## src/rtl/mvd_pkg.sv

```systemverilog
package mvd_pkg;
  localparam int unsigned INSTR_W = 16;
  localparam int unsigned IMM_W   = 8;
  localparam int unsigned MOD_W   = 4;
  localparam int unsigned SIDX_W  = 4;
  localparam int unsigned DSUB_W  = 3;
  localparam int unsigned PFX_W   = 2;
  localparam int unsigned DIDX_W  = DSUB_W + PFX_W;
  localparam int unsigned FMT_BIT = INSTR_W - 1;
  localparam int unsigned DST_LSB = IMM_W;

  typedef struct packed {
    logic              is_imm;
    logic [IMM_W-1:0]  imm;
    logic [MOD_W-1:0]  src_mod;
    logic [SIDX_W-1:0] src_idx;
    logic [MOD_W-1:0]  dst_mod;
    logic [DSUB_W-1:0] dst_sub;
  } fields_t;

  typedef struct packed {
    logic              is_imm;
    logic [IMM_W-1:0]  imm;
    logic [MOD_W-1:0]  src_mod;
    logic [SIDX_W-1:0] src_idx;
    logic [MOD_W-1:0]  dst_mod;
    logic [DIDX_W-1:0] dst_idx;
  } move_t;
endpackage

```

## src/rtl/mvd_field_split.sv

```systemverilog
module mvd_field_split
  import mvd_pkg::*;
#(
  parameter logic [MOD_W-1:0]  PFX_MOD = 4'hB,
  parameter logic [DSUB_W-1:0] PFX_SUB = 3'd0
) (
  input  logic [INSTR_W-1:0] instr_i,
  output fields_t            f_o,
  output logic               is_pfx_o
);
  always_comb begin
    f_o.is_imm  = ~instr_i[FMT_BIT];
    f_o.imm     = instr_i[IMM_W-1:0];
    f_o.src_mod = instr_i[MOD_W-1:0];
    f_o.src_idx = instr_i[MOD_W +: SIDX_W];
    f_o.dst_mod = instr_i[DST_LSB +: MOD_W];
    f_o.dst_sub = instr_i[DST_LSB+MOD_W +: DSUB_W];
  end

  assign is_pfx_o = (f_o.dst_mod == PFX_MOD) && (f_o.dst_sub == PFX_SUB);
endmodule

```

## src/rtl/mvd_prefix_reg.sv

```systemverilog
module mvd_prefix_reg
  import mvd_pkg::*;
(
  input  logic             clk_i,
  input  logic             rst_ni,
  input  logic             valid_i,
  input  logic             is_pfx_i,
  input  logic [PFX_W-1:0] wval_i,
  output logic [PFX_W-1:0] pfx_o
);
  logic [PFX_W-1:0] pfx_q;

  always_ff @(posedge clk_i or negedge rst_ni) begin
    if (!rst_ni)                  pfx_q <= '0;
    else if (valid_i && is_pfx_i) pfx_q <= wval_i;
    else if (valid_i)             pfx_q <= '0;  // one-shot: consumed by this move
  end

  assign pfx_o = pfx_q;

  p_pfx_oneshot_r7: assert property (@(posedge clk_i) disable iff (!rst_ni)
    valid_i && !is_pfx_i |=> pfx_q == '0);
  p_pfx_load_r8: assert property (@(posedge clk_i) disable iff (!rst_ni)
    valid_i && is_pfx_i |=> pfx_q == $past(wval_i));
  p_pfx_idle_r9: assert property (@(posedge clk_i) disable iff (!rst_ni)
    !valid_i |=> $stable(pfx_q));
endmodule

```

## src/rtl/mvd_out_stage.sv

```systemverilog
module mvd_out_stage
  import mvd_pkg::*;
(
  input  logic  clk_i,
  input  logic  rst_ni,
  input  logic  load_i,
  input  move_t mv_i,
  output move_t mv_o,
  output logic  done_o
);
  move_t mv_q;
  logic  done_q;

  always_ff @(posedge clk_i or negedge rst_ni) begin
    if (!rst_ni) begin
      mv_q   <= '0;
      done_q <= 1'b0;
    end else begin
      done_q <= load_i;
      if (load_i) mv_q <= mv_i;
    end
  end

  assign mv_o   = mv_q;
  assign done_o = done_q;

  p_hold_r9: assert property (@(posedge clk_i) disable iff (!rst_ni)
    !load_i |=> $stable(mv_q) && !done_q);
endmodule

```

## src/rtl/move_decoder.sv

```systemverilog
module move_decoder
  import mvd_pkg::*;
#(
  parameter logic [MOD_W-1:0]  PFX_MOD = 4'hB,
  parameter logic [DSUB_W-1:0] PFX_SUB = 3'd0
) (
  input  logic               clk_i,
  input  logic               rst_ni,
  input  logic               instr_valid_i,
  input  logic [INSTR_W-1:0] instr_i,
  input  logic [PFX_W-1:0]   pfx_wdata_i,
  output logic               mv_done_o,
  output logic               src_is_imm_o,
  output logic [IMM_W-1:0]   imm_o,
  output logic [MOD_W-1:0]   src_mod_o,
  output logic [SIDX_W-1:0]  src_idx_o,
  output logic [MOD_W-1:0]   dst_mod_o,
  output logic [DIDX_W-1:0]  dst_idx_o
);
  fields_t          f;
  logic             is_pfx;
  logic [PFX_W-1:0] pfx_wval, pfx_cur;
  move_t            mv_d, mv_q;
  logic             load;

  mvd_field_split #(.PFX_MOD(PFX_MOD), .PFX_SUB(PFX_SUB)) u_split (
    .instr_i (instr_i),
    .f_o     (f),
    .is_pfx_o(is_pfx)
  );

  // immediate-form prefix takes its value from the literal, register form from the side port
  assign pfx_wval = f.is_imm ? f.imm[PFX_W-1:0] : pfx_wdata_i;

  mvd_prefix_reg u_pfx (
    .clk_i   (clk_i),
    .rst_ni  (rst_ni),
    .valid_i (instr_valid_i),
    .is_pfx_i(is_pfx),
    .wval_i  (pfx_wval),
    .pfx_o   (pfx_cur)
  );

  always_comb begin
    mv_d.is_imm  = f.is_imm;
    mv_d.imm     = f.is_imm ? f.imm     : '0;
    mv_d.src_mod = f.is_imm ? '0        : f.src_mod;
    mv_d.src_idx = f.is_imm ? '0        : f.src_idx;
    mv_d.dst_mod = f.dst_mod;
    mv_d.dst_idx = {pfx_cur, f.dst_sub};
  end

  assign load = instr_valid_i && !is_pfx;

  mvd_out_stage u_out (
    .clk_i (clk_i),
    .rst_ni(rst_ni),
    .load_i(load),
    .mv_i  (mv_d),
    .mv_o  (mv_q),
    .done_o(mv_done_o)
  );

  assign src_is_imm_o = mv_q.is_imm;
  assign imm_o        = mv_q.imm;
  assign src_mod_o    = mv_q.src_mod;
  assign src_idx_o    = mv_q.src_idx;
  assign dst_mod_o    = mv_q.dst_mod;
  assign dst_idx_o    = mv_q.dst_idx;

  p_done_r2: assert property (@(posedge clk_i) disable iff (!rst_ni)
    instr_valid_i && !is_pfx |=> mv_done_o);
  p_pfx_no_done_r6: assert property (@(posedge clk_i) disable iff (!rst_ni)
    instr_valid_i && is_pfx |=> !mv_done_o && $stable(dst_idx_o));
  p_imm_src_zero_r3: assert property (@(posedge clk_i) disable iff (!rst_ni)
    mv_done_o && src_is_imm_o |-> src_mod_o == '0 && src_idx_o == '0);
  p_reg_imm_zero_r4: assert property (@(posedge clk_i) disable iff (!rst_ni)
    mv_done_o && !src_is_imm_o |-> imm_o == '0);
  p_dst_mod_r5: assert property (@(posedge clk_i) disable iff (!rst_ni)
    instr_valid_i && !is_pfx |=> dst_mod_o == $past(instr_i[DST_LSB +: MOD_W]));
endmodule

```

## config.mk

```make
export PLATFORM = sky130hd
export DESIGN_NAME = move_decoder
export DESIGN_NICKNAME = d
export VERILOG_FILES = /design/src/rtl/mvd_pkg.sv /design/src/rtl/mvd_field_split.sv /design/src/rtl/mvd_prefix_reg.sv /design/src/rtl/mvd_out_stage.sv /design/src/rtl/move_decoder.sv
export SDC_FILE = /design/constraint.sdc
export NUM_CORES = 1
export LEC_CHECK = 0
export BUFFER_PORTS_ARGS = -buffer_cell sky130_fd_sc_hd__buf_4
export CAP_MARGIN = 15
export CELL_PAD_IN_SITES_DETAIL_PLACEMENT = 0
export CELL_PAD_IN_SITES_GLOBAL_PLACEMENT = 1
export CORE_MARGIN = 1.5
export CORE_UTILIZATION = 39
export DETAILED_ROUTE_END_ITERATION = 8
export PLACE_DENSITY_LB_ADDON = 0.1
export SYNTH_ARGS = -nofsm -noshare
export SYNTH_HDL_FRONTEND = slang
export SYNTH_SLANG_ARGS = --single-unit
```

## constraint.sdc

```tcl
create_clock -name clk_i -period 1.6 [get_ports clk_i]
set_input_delay 0.08 -clock clk_i [delete_from_list [all_inputs] [get_ports clk_i]]
set_output_delay 0.08 -clock clk_i [all_outputs]
set_load 0.05 [all_outputs]
```

==> results.sh <==
export IMPL_outcome="finished clean"
export IMPL_place_detailed_hpwl_mm=1.82
export IMPL_drc=0
export IMPL_worst_ep_arrival_time_ns=1.76
export IMPL_rsz0062_at_grt="false"
export IMPL_vias=974
export IMPL_grt_pass1_wl_mm=4.42
export IMPL_die_area_um2=3300
export IMPL_synth_xor_area_share_pct=0
export IMPL_drt_pass1_iter_count=4
export IMPL_final_area_um2=1760
export IMPL_cts_tree="built"
export IMPL_yosys_top_cells_area="dfrtp_1, a32o_1, a22o_1"
export IMPL_seq_power_share_pct=45.6
export IMPL_tightestPinTransition_ns=0.538
export IMPL_post_cts_buffers=0
export IMPL_p_int_uw=1210
export IMPL_p_comb_share_pct=26.1
export IMPL_period_minus_slack_ns=1.54
export IMPL_grt_pass1_vias=922
export IMPL_synth_most_common_cell="dfrtp_1"
export IMPL_muxShareOfSynthArea_pct=4.22
export IMPL_clockBufferDepth=2
export IMPL_netlist_instances=79
export IMPL_min_to="u_out.mv_o[7]"
export IMPL_ioPinCount=48
export IMPL_p_leak_uw=0.000839
export IMPL_syn_area_um2=1160
export IMPL_slew_violations=0
export IMPL_hold_viol=0
export IMPL_nNetsFinal=166
export IMPL_cts_root_buf="clkbuf_4"
export IMPL_setup_tns_ns=0
export IMPL_initial_core_util_pct=41.6
export IMPL_fillers=234
export IMPL_numClockSinks=29
export IMPL_hold_worst_slack_ns=0.0385
export IMPL_critPathKind="primary input to flop"
export IMPL_antenna_cells=0
export IMPL_synth_compound_area_share_pct=24.0
export IMPL_cp_data_required_time_ns=1.82
export IMPL_ys_top_cells_by_count="dfrtp_1, a32o_1, a22o_1"
export IMPL_yosys_warnings=0
export IMPL_dp_slack_ns=0.209
export IMPL_yosysTopAreaCellShare_pct=62.8
export IMPL_max_cap_violations=0
export IMPL_regToRegSetupSlack_ns=0.83
export IMPL_synth_ff_type="dfrtp_1"
export IMPL_vias_per_cell=5.50
export IMPL_synth_top_family_by_area="compound AO/OA/AOI/OAI gates"
export IMPL_core_rowCount=19
export IMPL_die_h_um=57.4
export IMPL_synth_simple_area_share_pct=5.95
export IMPL_finalPower_uw=1790
export IMPL_dpl_cell_area_um2=1530
export IMPL_cts_buffers=5
export IMPL_syn_nets=100
export IMPL_min_delay_path_depth=2
export IMPL_worstHoldStart="instr_valid_i"
export IMPL_grt_max_degree=30
export IMPL_cp_max_fo=8
export IMPL_reg2reg_depth=1
export IMPL_yosysSeqAreaShare_pct=62.8
export IMPL_area_growth_pct=52.1
export IMPL_syn_avg_cell_area_um2=14.6
export IMPL_detail_route_wl_per_cell_um=15.2
export IMPL_r2r_start="u_out.mv_o[17]"
export IMPL_core_area_um2=2780
export IMPL_crit_start="instr_i[12]"
export IMPL_power_switching_uw=573
export IMPL_grtUsageTotal_pct=18.1
export IMPL_powerDensity_nw_per_um2=1020
export IMPL_finalSetupViolCount=0
export IMPL_end_kind="flop"
export IMPL_final_antenna_net_count=0
export IMPL_port_buffers=47
export IMPL_synth_edf_count=0
export IMPL_ys_async_sr_fraction_pct=100
export IMPL_timing_final_ws_setup_ns=0.0602
export IMPL_drtIter0Drc=32
export IMPL_antenna_found_initial=0
export IMPL_slew_headroom_pct=64.0
export IMPL_ys_types=22
export IMPL_worst_clock_skew_ns=0.000443
export IMPL_synth_area_leader_cell="dfrtp_1"
export IMPL_hold_class="primary input to flop"
export IMPL_synth_adder_area_share_pct=0
export IMPL_ys_ff_latch=29
export IMPL_dieWidth_um=57.4
export IMPL_power_clock_fraction_pct=28.3
export IMPL_grt_overflow=0
export IMPL_peakVddDrop_v=0.000956
export IMPL_clk_latency_ns=0.33
export IMPL_critPathLaunchType="primary input"
export IMPL_drt_wl_total_mm=2.69
export IMPL_gp_congestion=0.739
export IMPL_swShare_pct=32.1
export IMPL_fin_crit_sh_pct=96.2
export IMPL_drive_above_1_share_pct=44.5
export IMPL_fmax_mhz=649
export IMPL_htree_levels=2
export IMPL_path_clk_slew_ns=0.10
export IMPL_rr_endpoint="u_out.mv_o[17]"
-- through the flow --
stage,util (%),std cells
after floorplan,-,79
after global placement,54.9,154
after detailed placement,54.9,154
after CTS,62.5,176
after global routing,63.2,177
final,63.2,177
-- kinds of logic (layout without fill, tap and decap cells) --
kind of cell,after synthesis,count (layout)
and+or+nand+nor,10,10
buffers and inverters,6,73
AOI/OAI and AO/OA,30,30
muxes,4,4
DFF,29,29
-- critical path, stage by stage --
cell and delay [ns]:
dlygate4sd3_1 0.57, buf_4 0.15, and4bb_4 0.36, a31o_4 0.23
inv_1 0.09, mux2_2 0.28
-- sequential cells by signal, summed over array words and instances (netlist names) --
signal / flops
u_pfx.pfx_o: 2
u_out.mv_o: 26
u_out.done_o: 1
-- worst max-delay path by stage --
stage	end	depth (start not counted)	slack (ns)
final	u_out.mv_o[17]	6	0.06
after floorplan	u_out.mv_o[3]	4	0.48
after detailed placement	u_out.mv_o[19]	4	0.21
after global placement	u_out.mv_o[22]	4	0.24
after global routing	u_out.mv_o[17]	6	0.07
after CTS	u_out.mv_o[19]	5	0.01
-- power groups by stage --
stage	combinational [uW]	clock (uW)	sequential, uW
floorplan	83.7	0	1010
global placement	434	0	827
detailed placement	437	0	830
CTS	464	524	816
global route	490	551	823
finish	466	506	815
-- metal layers --
metal	track usage (%)	up-vias	wire length (um)
li1	-	448	-
met1	23.2	481	1160
met2	26.3	36	1270
met3	7.71	9	182
met4	8.97	0	76
met5	0	-	0
-- placed cells by master, fill, tap and decap left out, types with 3 or more instances in the layout --
| cell type | count |
|---|---|
| buf_4 | 48 |
| and2_1 | 3 |
| o22a_1 | 3 |
| a22o_1 | 5 |
| a32o_1 | 14 |
| dfrtp_1 | 29 |
| clkbuf_4 | 5 |
| dlygate4sd3_1 | 15 |
| mux2_2 | 3 |
-- timing repair --
item | 4_1_cts | 5_1_grt
hold buffers | 14 | 1
setup endpoints to repair | 0 | 14
endpoints found under the hold margin | 46 | 1
gates resized for setup | 0 | 2
-- final cells by class --
type	count	area, um2	share of cell area, %
Tap cell	31	38.8	2.21
Timing Repair Buffer	63	510	29.0
Inverter	2	7.51	0.427
Clock inverter	1	5.00	0.285
Sequential cell	29	726	41.3
Multi-Input combinational cell	44	405	23.1
Clock buffer	7	65.1	3.70
Note: power is estimated with default switching activity, not from simulation.
